File: config.mk
export PLATFORM = sky130hd
export DESIGN_NAME = clock_calendar
export DESIGN_NICKNAME = d
export VERILOG_FILES = /design/src/rtl/clock_calendar.sv
export SDC_FILE = /design/constraint.sdc
export NUM_CORES = 1
export LEC_CHECK = 0
export CAP_MARGIN = 30
export CORE_ASPECT_RATIO = 2
export CORE_MARGIN = 2
export CORE_UTILIZATION = 47
export DETAILED_ROUTE_END_ITERATION = 12
export PLACE_DENSITY = 0.76
export SLEW_MARGIN = 20
export SYNTH_ARGS = -nofsm -noshare
export SYNTH_HDL_FRONTEND = slang
export SYNTH_SLANG_ARGS = --single-unit
File: constraint.sdc
create_clock -name clk -period 2.1 [get_ports clk]
set_input_delay 0.315 -clock clk [delete_from_list [all_inputs] [get_ports clk]]
set_output_delay 0.315 -clock clk [all_outputs]
set_load 0.03 [all_outputs]
File: src/rtl/clock_calendar.sv
module clock_calendar #(
  parameter int COMMIT_SLOW = 2
) (
  input  logic        clk,
  input  logic        rst_n,
  input  logic        slow_en,
  input  logic        sec_tick,
  input  logic        bus_wr,
  input  logic [1:0]  bus_addr,
  input  logic [31:0] bus_wdata,
  output logic [31:0] bus_rdata
);
  localparam int CW = $clog2(COMMIT_SLOW) + 1;
  localparam logic [1:0] A_CTRL = 2'd0, A_TIME = 2'd1, A_DATE = 2'd2;

  logic [5:0] sec_q, min_q, yr_q;
  logic [4:0] hr_q, day_q;
  logic [3:0] mon_q;
  logic       leap_q;
  logic [31:0] t_pend, d_pend;
  logic t_busy, d_busy;
  logic [CW-1:0] t_cnt, d_cnt;

  wire t_commit = t_busy && slow_en && (t_cnt == CW'(COMMIT_SLOW - 1));
  wire d_commit = d_busy && slow_en && (d_cnt == CW'(COMMIT_SLOW - 1));
  wire wr_time  = bus_wr && bus_addr == A_TIME;
  wire wr_date  = bus_wr && bus_addr == A_DATE;

  wire sec_wrap = sec_q >= 6'd59;
  wire min_wrap = min_q >= 6'd59;
  wire hr_wrap  = hr_q  >= 5'd23;
  wire day_carry = sec_tick && !t_commit && sec_wrap && min_wrap && hr_wrap;

  logic [4:0] day_last;
  always_comb begin
    case (mon_q)
      4'd2:                      day_last = leap_q ? 5'd29 : 5'd28;
      4'd4, 4'd6, 4'd9, 4'd11:   day_last = 5'd30;
      default:                   day_last = 5'd31;
    endcase
  end

  wire [31:0] time_word = {11'd0, hr_q, 2'd0, min_q, 2'd0, sec_q};
  wire [31:0] date_word = {9'd0, leap_q, yr_q, 4'd0, mon_q, 3'd0, day_q};
  wire [31:0] ctrl_word = {23'd0, t_busy, d_busy, 7'd0};

  always_comb begin
    case (bus_addr)
      A_CTRL:  bus_rdata = ctrl_word;
      A_TIME:  bus_rdata = time_word;
      A_DATE:  bus_rdata = date_word;
      default: bus_rdata = 32'd0;
    endcase
  end

  always_ff @(posedge clk) begin
    if (!rst_n) begin
      t_busy <= 1'b0; t_cnt <= '0; t_pend <= '0;
    end else if (t_busy) begin
      if (slow_en) begin
        if (t_commit) begin t_busy <= 1'b0; t_cnt <= '0; end
        else t_cnt <= t_cnt + 1'b1;
      end
    end else if (wr_time) begin
      t_busy <= 1'b1; t_cnt <= '0; t_pend <= bus_wdata;
    end
  end

  always_ff @(posedge clk) begin
    if (!rst_n) begin
      d_busy <= 1'b0; d_cnt <= '0; d_pend <= '0;
    end else if (d_busy) begin
      if (slow_en) begin
        if (d_commit) begin d_busy <= 1'b0; d_cnt <= '0; end
        else d_cnt <= d_cnt + 1'b1;
      end
    end else if (wr_date) begin
      d_busy <= 1'b1; d_cnt <= '0; d_pend <= bus_wdata;
    end
  end

  always_ff @(posedge clk) begin
    if (!rst_n) begin
      sec_q <= '0; min_q <= '0; hr_q <= '0;
    end else if (t_commit) begin
      sec_q <= t_pend[5:0]; min_q <= t_pend[13:8]; hr_q <= t_pend[20:16];
    end else if (sec_tick) begin
      sec_q <= sec_wrap ? 6'd0 : sec_q + 6'd1;
      if (sec_wrap) begin
        min_q <= min_wrap ? 6'd0 : min_q + 6'd1;
        if (min_wrap) hr_q <= hr_wrap ? 5'd0 : hr_q + 5'd1;
      end
    end
  end

  always_ff @(posedge clk) begin
    if (!rst_n) begin
      day_q <= 5'd1; mon_q <= 4'd1; yr_q <= '0; leap_q <= 1'b0;
    end else if (d_commit) begin
      day_q <= d_pend[4:0]; mon_q <= d_pend[11:8];
      yr_q <= d_pend[21:16]; leap_q <= d_pend[22];
    end else if (day_carry) begin
      if (day_q >= day_last) begin
        day_q <= 5'd1;
        if (mon_q >= 4'd12) begin
          mon_q <= 4'd1;
          yr_q  <= yr_q + 6'd1;
        end else mon_q <= mon_q + 4'd1;
      end else day_q <= day_q + 5'd1;
    end
  end


  t_busy_rise_chk: assert property (@(posedge clk) disable iff (!rst_n)
    $rose(t_busy) |-> $past(wr_time));

  d_busy_rise_chk: assert property (@(posedge clk) disable iff (!rst_n)
    $rose(d_busy) |-> $past(wr_date));

  t_busy_fall_chk: assert property (@(posedge clk) disable iff (!rst_n)
    $fell(t_busy) |-> $past(slow_en));

  t_busy_hold_chk: assert property (@(posedge clk) disable iff (!rst_n)
    (t_busy && !slow_en) |=> t_busy);

  time_hold_chk: assert property (@(posedge clk) disable iff (!rst_n)
    (!sec_tick && !t_commit) |=> $stable(time_word));

  date_hold_chk: assert property (@(posedge clk) disable iff (!rst_n)
    (!day_carry && !d_commit) |=> $stable(date_word));

  sec_step_chk: assert property (@(posedge clk) disable iff (!rst_n)
    (sec_tick && !t_commit && sec_q < 6'd58) |=> sec_q == $past(sec_q) + 6'd1);
endmodule

==> flow_metrics.env, run 1 <==
export IMPL_outcome="complete, but fails checks"
export IMPL_violations="negative setup slack"
export IMPL_fmax_mhz=441.6
export IMPL_finalMaxSlewViolations=0
export IMPL_drt_wl_total_um=10900
export IMPL_diodes=0
export IMPL_start_util_pct=48.11
export IMPL_cts_root_buffer="clkbuf_16"
export IMPL_min_from="t_cnt[1]"
export IMPL_worstSetupPathType="flop to flop"
export IMPL_final_cell_mix="nand2_1, dfxtp_1, buf_4"
export IMPL_antenna_found_initial=0
export IMPL_cts_sinks=72
export IMPL_rsz0062_at_grt="true"
export IMPL_port_buffers=45
export IMPL_cp_required_ns=2.36
export IMPL_drt_pass1_iter_count=5
export IMPL_finClkSkew_ns=0.004480
export IMPL_ioPinCount=71
export IMPL_core_area_mm2=0.007885
export IMPL_ys_seq_area_share_pct=37.99
export IMPL_nets=606
export IMPL_globalRouteOverflowTotal=0
export IMPL_rows=46
export IMPL_grt_max_degree=32
export IMPL_die_w_um=67.53
export IMPL_cap_viol_max_count=0
export IMPL_cp_end_kind="flop"
export IMPL_final_setup_tns_ns=-0.9350
export IMPL_fp_dieH_um=131.1
export IMPL_syn_area_mm2=0.003794
export IMPL_fin_crit_sh_pct=107.8
export IMPL_vias=3889
export IMPL_drt_iter0_drc=226
export IMPL_ir_worst_vdd_mv=0.5625
export IMPL_synth_ff_type="dfxtp_1"
export IMPL_synth_fa_ha_area_share_pct=3.628
export IMPL_grt_first_pass_wirelength_um=17190
export IMPL_p_per_area_mw_per_mm2=639.3
export IMPL_ys_ff_latch=72
export IMPL_cts_inserted_buffers=9
export IMPL_fin_crit_ns=2.265
export IMPL_setup_viol=14
export IMPL_gp_congestion=0.9364
export IMPL_grt_pass1_vias=3557
export IMPL_final_common_cell="nand2_1"
export IMPL_wl_per_cell_um=16.62
export IMPL_synthXorXnorAreaFrac_pct=0.2309
export IMPL_hold_path_class="flop to flop"
export IMPL_synth_top_area_share_pct=37.99
export IMPL_leakagePower_nw=1.909
export IMPL_synthMuxAreaShare_pct=0.7916
export IMPL_netlist_top_cells_area="dfxtp_1, nand2_1, a21oi_1"
export IMPL_arrival_ns=2.52
export IMPL_antenna_left=0
export IMPL_synth_warnings=0
export IMPL_cts_path_max_buffers=2
export IMPL_design_area_mm2=0.004946
export IMPL_synth_compound_area_share_pct=24.84
export IMPL_synth_top_family_by_area="simple AND/OR/NAND/NOR gates"
export IMPL_hpwl_um=7941
export IMPL_avgSynthCellArea_um2=7.790
export IMPL_drc=0
export IMPL_synthSimpleGateAreaFrac_pct=25.73
export IMPL_dieArea_mm2=0.008849
export IMPL_syn_inst=487
export IMPL_clk_pin_slew_ns=0.05
export IMPL_path_max_fanout=8
export IMPL_grt_use_total_pct=25.90
export IMPL_drt_vias_per_instance=5.928
export IMPL_rr_startpoint="mon_q[0]"
export IMPL_synth_edf_count=0
export IMPL_yosysTopAreaCell="dfxtp_1"
export IMPL_synthArstFlopShare_pct=0
export IMPL_finalHoldViolCount=0
export IMPL_cts_tree="done"
export IMPL_worst_slack_ns=-0.1646
export IMPL_drive_gt1_share_pct=20.54
export IMPL_fin_cells=656
export IMPL_cts_max_level=3
export IMPL_clk_latency_ns=0.33
export IMPL_area_growth_pct=30.38
export IMPL_crit_path_start_kind="flop"
export IMPL_fin_util_pct=62.73
export IMPL_yosysUniqueCellTypes=57
export IMPL_cp_startpoint="mon_q[0]"
export IMPL_dpl_cell_count=635
export IMPL_dpl_instance_area_mm2=0.004457
==> timing repair <==
action | 4_1_cts | 5_1_grt
hold buffers | 0 | 0
gates resized for setup | 24 | 21
pin swaps | 8 | 16
buffers inserted | 2 | 4
endpoints found under the setup margin | 15 | 17
endpoints found under the hold margin | 0 | 0
==> state kept, by name, summed over array words and instances, names as in the netlist <==
signal and cells:
t_pend 17, d_pend 16, sec_q 6, yr_q 6, min_q 6, day_q 5
d_busy 1, d_cnt 2, t_cnt 2, hr_q 5, leap_q 1, t_busy 1
mon_q 4
==> where the power goes <==
| group | total, W | switching (W) | leakage [nW] | internal, W |
|---|---|---|---|---|
| Clock | 0.00149 | 0.000549 | 0.139 | 0.000943 |
| Combinational | 0.000255 | 0.000154 | 1.19 | 0.000102 |
| Sequential | 0.00142 | 0.0000216 | 0.584 | 0.00139 |
| Total | 0.00316 | 0.000724 | 1.91 | 0.00244 |
==> per-layer routing <==
layer	vias to the layer above	part of all wire, %	routed length (µm)	global-route usage, %
met4	0	4.1	449	13.21
met2	149	54	5850	44.98
met3	33	5.6	606	5.295
li1	1863	-	-	-
met5	-	0	0	0
met1	1844	37	3994	29.02
==> cells by family (layout without fill, tap and decap cells) <==
group,Yosys count,after routing
fa+ha+maj,11,11
mux,3,3
simple gates,194,194
flops,72,72
xor+xnor,1,1
buf+inv,51,113
compound gates,154,154
other cells,1,12
==> cell usage after synthesis, drive strengths merged (3+ instances only) <==
| cell | instances |
|---|---|
| and4 | 3 |
| and3 | 4 |
| or3 | 5 |
| ha | 11 |
| clkbuf | 23 |
| mux2i | 3 |
| nor2 | 22 |
| a22o | 14 |
| a211oi | 8 |
| and2 | 9 |
| inv | 9 |
| o31ai | 5 |
| o21a | 3 |
| o21ai | 41 |
| a21oi | 57 |
| nor2b | 5 |
| nand4 | 3 |
| dfxtp | 72 |
| nand3 | 16 |
| nor3 | 18 |
| nand3b | 5 |
| nand2 | 94 |
| a31oi | 11 |
| buf | 19 |
==> cell type report <==
type | instances | area, µm²
Clock inverter | 3 | 42.54
Sequential cell | 72 | 1449
Clock buffer | 12 | 246.5
Tap cell | 96 | 120.1
Timing Repair Buffer | 89 | 768.2
Inverter | 9 | 41.29
Fill cell | 650 | 2939
Multi-Input combinational cell | 375 | 2278
==> critical path: stages (launching register included) <==
cell	delay [ns]
dfxtp_4	0.38
inv_6	0.08
ha_4	0.14
inv_2	0.05
o21ai_2	0.13
o21ai_2	0.08
ha_1	0.29
nand2b_4	0.14
a21o_4	0.14
nand4_4	0.13
or4_1	0.44
a31oi_1	0.17
==> metrics by stage <==
stage | hold WS [ns] | worst slack, ns | power (W)
after detailed placement | 0.4441 | -0.2758 | 0.001696
after global routing | 0.4592 | -0.2423 | 0.003265
after CTS | 0.4450 | -0.1496 | 0.003174
after floorplan | 0.4185 | 0.003307 | 0.001595
final | 0.4493 | -0.1646 | 0.003162
after global placement | 0.4251 | -0.1335 | 0.001691
==> path summary, 6_finish.rpt <==
path | end | slack, ns | cells after the start
setup / recovery | yr_q[2] | -0.16 | 11
hold / removal | t_cnt[1] | 0.45 | 2
setup reg to reg | yr_q[2] | -0.16 | 11
hold reg to reg | t_cnt[1] | 0.45 | 2
Power figures use the tool's default switching activity.
==> run 2: changes to the inputs <==
CORE_UTILIZATION = 57   (was 47)
DONT_BUFFER_PORTS = 1   (was not set)
PLACE_DENSITY = 0.75   (was 0.76)
==> run 2 against run 1 <==
  * The run still ends with negative setup slack left
  * Clock power grew 17%
  * Setup slack improved by 0.067 ns
  * Global-route usage rose by 3.0 points
  * Non-clock buffer count down 49
  * Routed wire length decreased by 5.5%
  * Critical path depth grew 1
  * Via count shrank 9.1%
  * Total power up 5.1%
  * Sequential power hardly changed
  * Critical endpoint is now mon_q[3]
  * Largest cell class unchanged
==> flow_metrics.env, run 2 (synthesized netlist as in run 1, its figures left out) <==
export IMPL_gp_congestion=0.9147
export IMPL_worst_pin_slew_ns=0.7034
export IMPL_worst_slack_ns=-0.09716
export IMPL_setup_viol=13
export IMPL_nets=557
export IMPL_leakagePower_nw=1.679
export IMPL_drt_wl_total_um=10310
export IMPL_p_per_area_mw_per_mm2=738.7
export IMPL_cts_sinks=72
export IMPL_hold_path_class="primary input to flop"
export IMPL_worstSetupPathType="flop to flop"
export IMPL_largest_register="t_pend"
export IMPL_finalMaxSlewViolations=0
export IMPL_violations="negative setup slack"
export IMPL_cts_inserted_buffers=9
export IMPL_fin_crit_sh_pct=104.6
export IMPL_rows=42
export IMPL_clk_latency_ns=0.33
export IMPL_port_buffers=0
export IMPL_fp_dieH_um=119.4
export IMPL_grt_use_total_pct=28.93
export IMPL_drt_iter0_drc=245
export IMPL_critPathCapture="mon_q[3]"
export IMPL_grt_max_degree=43
export IMPL_multi_input_area_mm2=0.002255
export IMPL_r2r_cells=12
export IMPL_hpwl_um=7112
export IMPL_diodes=0
export IMPL_outcome="complete, but fails checks"
export IMPL_finalHoldViolCount=0
export IMPL_slew_headroom_pct=52.96
export IMPL_path_max_fanout=7
export IMPL_cp_end_kind="flop"
export IMPL_top_regs="t_pend x17, d_pend x16"
export IMPL_area_growth_pct=18.57
export IMPL_globalRouteOverflowTotal=0
export IMPL_drt_pass1_iter_count=4
export IMPL_drive_gt1_share_pct=16.83
export IMPL_clk_pin_slew_ns=0.06
export IMPL_fill_cells=593
export IMPL_ioPinCount=71
export IMPL_fin_util_pct=69.03
export IMPL_fmax_mhz=455.1
export IMPL_seqCellArea_mm2=0.001449
export IMPL_start_util_pct=58.22
export IMPL_cts_root_buffer="clkbuf_16"
export IMPL_cp_required_ns=2.32
export IMPL_wl_per_cell_um=17.20
export IMPL_r2r_end="mon_q[3]"
export IMPL_dieArea_mm2=0.007363
export IMPL_cap_viol_max_count=0
export IMPL_core_area_mm2=0.006516
export IMPL_timing_critical_path_mode_cell="o21ai_2"
export IMPL_grt_pass1_vias=3152
export IMPL_cts_path_max_buffers=2
export IMPL_largest_reg_flops=17
export IMPL_grt_first_pass_wirelength_um=15750
export IMPL_fin_crit_ns=2.197
export IMPL_antenna_left=0
export IMPL_holdWs_ns=0.08970
export IMPL_rsz0062_at_grt="true"
export IMPL_drc=0
export IMPL_cp_cell_sequence="inv_2 > ha_4 > o21ai_2 > o21ai_2 > o21ai_1 > ha_1 > nand2b_4 > a21o_4 > nand4_4 > buf_4 > o21ai_2 > o21a_1"
export IMPL_final_cell_mix="nand2_1, dfxtp_1, a21oi_1"
export IMPL_vias=3537
export IMPL_antenna_found_initial=0
export IMPL_finClkSkew_ns=0.006741
export IMPL_cp_startpoint="mon_q[1]"
export IMPL_worst_path_max_delay_cell="dfxtp_4"
export IMPL_cts_tree="done"
export IMPL_drt_vias_per_instance=5.905
export IMPL_die_w_um=61.69
export IMPL_ir_worst_vdd_mv=0.6125
export IMPL_arrival_ns=2.42
export IMPL_crit_path_start_kind="flop"
export IMPL_final_common_cell="nand2_1"
export IMPL_r2r_slack_ns=-0.1
export IMPL_max_stage_delay_ns=0.38
export IMPL_rr_startpoint="mon_q[1]"
export IMPL_cts_max_level=3
## run 2: metrics by stage
step	setup TNS, ns	power [W]	std cells	setup WS (ns)	cell area [µm²]
2_1_floorplan	0	0.001595	498	0.003307	3844
3_3_place_gp	-0.8104	0.001606	579	-0.1257	3996
3_5_place_dp	-1.298	0.001609	579	-0.1533	3996
4_1_cts	-0.09914	0.003324	597	-0.05233	4408
5_1_grt	-1.446	0.003393	599	-0.1494	4498
6_report	-0.4150	0.003323	599	-0.09716	4498
## run 2: power by group
| group | internal [W] | total [W] | switching [W] |
|---|---|---|---|
| combinational | 0.0000485 | 0.000164 | 0.000116 |
| sequential | 0.00139 | 0.00142 | 0.0000225 |
| clock | 0.00119 | 0.00174 | 0.000556 |
## run 2: area by class of cell
class	count	area share [%]
flip-flops and latches	72	32.21
well taps	88	2.448
multi-input cells	375	50.13
clock buffers	12	5.480
inverters	9	0.8067
clock inverters	3	2.003
repair buffers	40	6.926
## run 2: what timing repair did
action	in CTS	in global routing
hold buffers	0	0
pin swaps	9	11
endpoints found under the setup margin	15	15
endpoints found under the hold margin	0	0
gates cloned	0	0
setup buffers	3	2
resized for setup	21	17
## run 2: worst min-delay path by stage
stage          startpoint       end  depth (start not counted)
5_1_grt           slow_en  t_cnt[1]                          1
2_1_floorplan    t_cnt[1]  t_cnt[1]                          2
3_5_place_dp      slow_en  t_cnt[1]                          1
4_1_cts           slow_en  t_cnt[1]                          1
6_report          slow_en  t_cnt[1]                          1
3_3_place_gp     t_cnt[1]  t_cnt[1]                          2
## run 2: worst max-delay path, delay by kind of cell (launching register included)
family                     cells  cell delay [ns]
DFF                            1             0.38
buffers and inverters          2             0.21
adders and majority gates      2             0.40
AOI/OAI and AO/OA              6             0.82
and+or+nand+nor                2             0.27
## run 2: routing by layer
metal	vias up	routed length (µm)	global-route usage (%)
li1	1769	-	-
met5	-	0	0
met3	18	758	7.709
met1	1629	4229	37.43
met4	0	178	10.24
met2	121	5139	45.20
==> run 3: changes to the inputs <==
RECOVER_POWER = 50   (was not set)
REMOVE_ABC_BUFFERS = 1   (was not set)
==> run 3 against run 2 <==
  * The flow still finishes with violations (negative setup slack)
  * Highest routed layer unchanged
  * Utilization rose by 1.1 points
  * Routed wire length rose by 0.26%
  * Flip-flop and latch count did not move
  * Combinational power rose by 12%
  * Clock power fell by 20%
  * Total power fell by 9.8%
  * Via count rose by 2.5%
  * Critical path depth fell by 1
  * Cell count rose by 2.8%
  * Fmax fell by 0.64%
  * Non-clock buffer count rose by 17
==> flow_metrics.env, run 3 (synthesized netlist as in run 1, its figures left out) <==
export IMPL_outcome="complete, but fails checks"
export IMPL_violations="negative setup slack"
export IMPL_ioPinCount=71
export IMPL_final_setup_tns_ns=-0.6470
export IMPL_cp_cell_sequence="buf_6 > ha_4 > inv_1 > o21ai_1 > o21ai_1 > ha_1 > nand2b_4 > a21o_4 > nand4_4 > or4_4 > a31oi_1"
export IMPL_cp_end_kind="flop"
export IMPL_r2r_slack_ns=-0.11
export IMPL_dieArea_mm2=0.007363
export IMPL_r2r_cells=11
export IMPL_grt_max_degree=33
export IMPL_fp_dieH_um=119.4
export IMPL_drt_vias_per_instance=5.885
export IMPL_cts_inserted_buffers=9
export IMPL_r2r_end="yr_q[2]"
export IMPL_leakagePower_nw=1.742
export IMPL_setup_viol=12
export IMPL_cp_required_ns=2.37
export IMPL_hold_end="t_cnt[1]"
export IMPL_cts_path_max_buffers=2
export IMPL_drive_gt1_share_pct=18.18
export IMPL_rows=42
export IMPL_final_cell_mix="nand2_1, dfxtp_1, a21oi_1"
export IMPL_drc=0
export IMPL_min_from="slow_en"
export IMPL_hold_path_depth=1
export IMPL_final_common_cell="nand2_1"
export IMPL_gp_congestion=0.9400
export IMPL_p_per_area_mw_per_mm2=656.5
export IMPL_hold_path_class="primary input to flop"
export IMPL_cts_max_level=3
export IMPL_worst_pin_slew_ns=0.9013
export IMPL_nets=574
export IMPL_finClkSkew_ns=0.003537
export IMPL_cts_sinks=72
export IMPL_core_area_mm2=0.006516
export IMPL_largest_reg_flops=17
export IMPL_p_total_w=0.002998
export IMPL_fmax_mhz=452.2
export IMPL_dpl_cell_count=594
export IMPL_fill_cells=578
export IMPL_area_growth_pct=20.38
export IMPL_fin_crit_ns=2.211
export IMPL_grt_first_pass_wirelength_um=16440
export IMPL_hpwl_um=6751
export IMPL_arrival_ns=2.48
export IMPL_fin_cells=616
export IMPL_port_buffers=0
export IMPL_path_max_fanout=5
export IMPL_cap_viol_max_count=0
export IMPL_slew_headroom_pct=39.92
export IMPL_antenna_found_initial=0
export IMPL_cts_tree="done"
export IMPL_clk_pin_slew_ns=0.05
export IMPL_clk_latency_ns=0.34
export IMPL_rsz0062_at_grt="true"
export IMPL_antenna_left=0
export IMPL_wl_per_cell_um=16.77
export IMPL_rr_startpoint="mon_q[1]"
export IMPL_cts_root_buffer="clkbuf_16"
export IMPL_timing_critical_path_mode_cell="o21ai_1"
export IMPL_diodes=0
export IMPL_finalMaxSlewViolations=0
export IMPL_vias=3625
export IMPL_finalHoldViolCount=0
export IMPL_drt_pass1_iter_count=4
export IMPL_grt_use_total_pct=30.00
export IMPL_largest_register="t_pend"
export IMPL_fin_crit_sh_pct=105.3
export IMPL_hold_buffers=0
export IMPL_drt_wl_total_um=10330
export IMPL_drt_iter0_drc=320
export IMPL_die_w_um=61.69
export IMPL_globalRouteOverflowTotal=0
export IMPL_crit_path_start_kind="flop"
export IMPL_max_stage_delay_ns=0.43
export IMPL_top_regs="t_pend x17, d_pend x16"
export IMPL_dp_slack_ns=-0.2970
export IMPL_worstSetupPathType="flop to flop"
export IMPL_ir_worst_vdd_mv=0.5678
export IMPL_grt_pass1_vias=3414
export IMPL_worst_path_max_delay_cell="or4_4"
export IMPL_worst_slack_ns=-0.1114
export IMPL_start_util_pct=58.22
[run 3: final cells by class]
type                       instances  area, µm²  share of cell area, %
timing repair buffer              57      452.9                  9.918
multi-input combinational        375       2251                  49.29
sequential                        72       1449                  31.73
inverter                           9      36.28                 0.7945
tap                               88      110.1                  2.411
clock buffer                      15      267.8                  5.863
[run 3: worst max-delay path, delay by kind of cell (launching register included)]
family	cells	cell delay (ns)
fa+ha+maj	2	0.41
compound gates	4	0.52
buf+inv	2	0.16
simple gates	3	0.68
flops	1	0.38
[run 3: report_power, final]
part | internal (W) | switching (W) | leakage (nW)
Combinational | 0.0000573 | 0.000126 | 1.03
Sequential | 0.00139 | 0.0000199 | 0.584
Clock | 0.000859 | 0.000542 | 0.130
Total | 0.00231 | 0.000688 | 1.74
[run 3: metrics by stage]
| step | utilization (%) | hold WS (ns) | cell area (µm²) |
|---|---|---|---|
| final | 70.08 | 0.07904 | 4567 |
| after global routing | 70.08 | 0.08188 | 4567 |
| after detailed placement | 63.11 | 0.4320 | 4113 |
| after global placement | 63.11 | 0.4268 | 4113 |
| after floorplan | - | 0.4185 | 3615 |
| after CTS | 68.99 | 0.07149 | 4496 |
[run 3: routing by layer]
layer  up-vias  GRT usage (%)  share of wire [%]
li1       1789              -                  -
met3        17          9.446                6.5
met4         0          11.04                1.9
met2        98          45.46                 51
met5         -              0                  0
met1      1721          39.13                 41
[run 3: worst max path at each step]
stage          cells past startpoint  slack, ns  endpoint     start
2_1_floorplan                     11      -0.14  mon_q[2]  mon_q[0]
3_3_place_gp                      11      -0.21   yr_q[4]  mon_q[0]
3_5_place_dp                      11      -0.30   yr_q[2]  mon_q[0]
4_1_cts                           11       -0.1   yr_q[2]  mon_q[0]
5_1_grt                           12      -0.24   yr_q[0]  mon_q[1]
6_report                          11      -0.11   yr_q[2]  mon_q[1]
[run 3: timing repair]
item / 4_1_cts / 5_1_grt
endpoints found under the setup margin: 15 / 15
endpoints found under the hold margin: 0 / 0
pin swaps: 13 / 16
buffers inserted: 6 / 1
resized for setup: 27 / 18
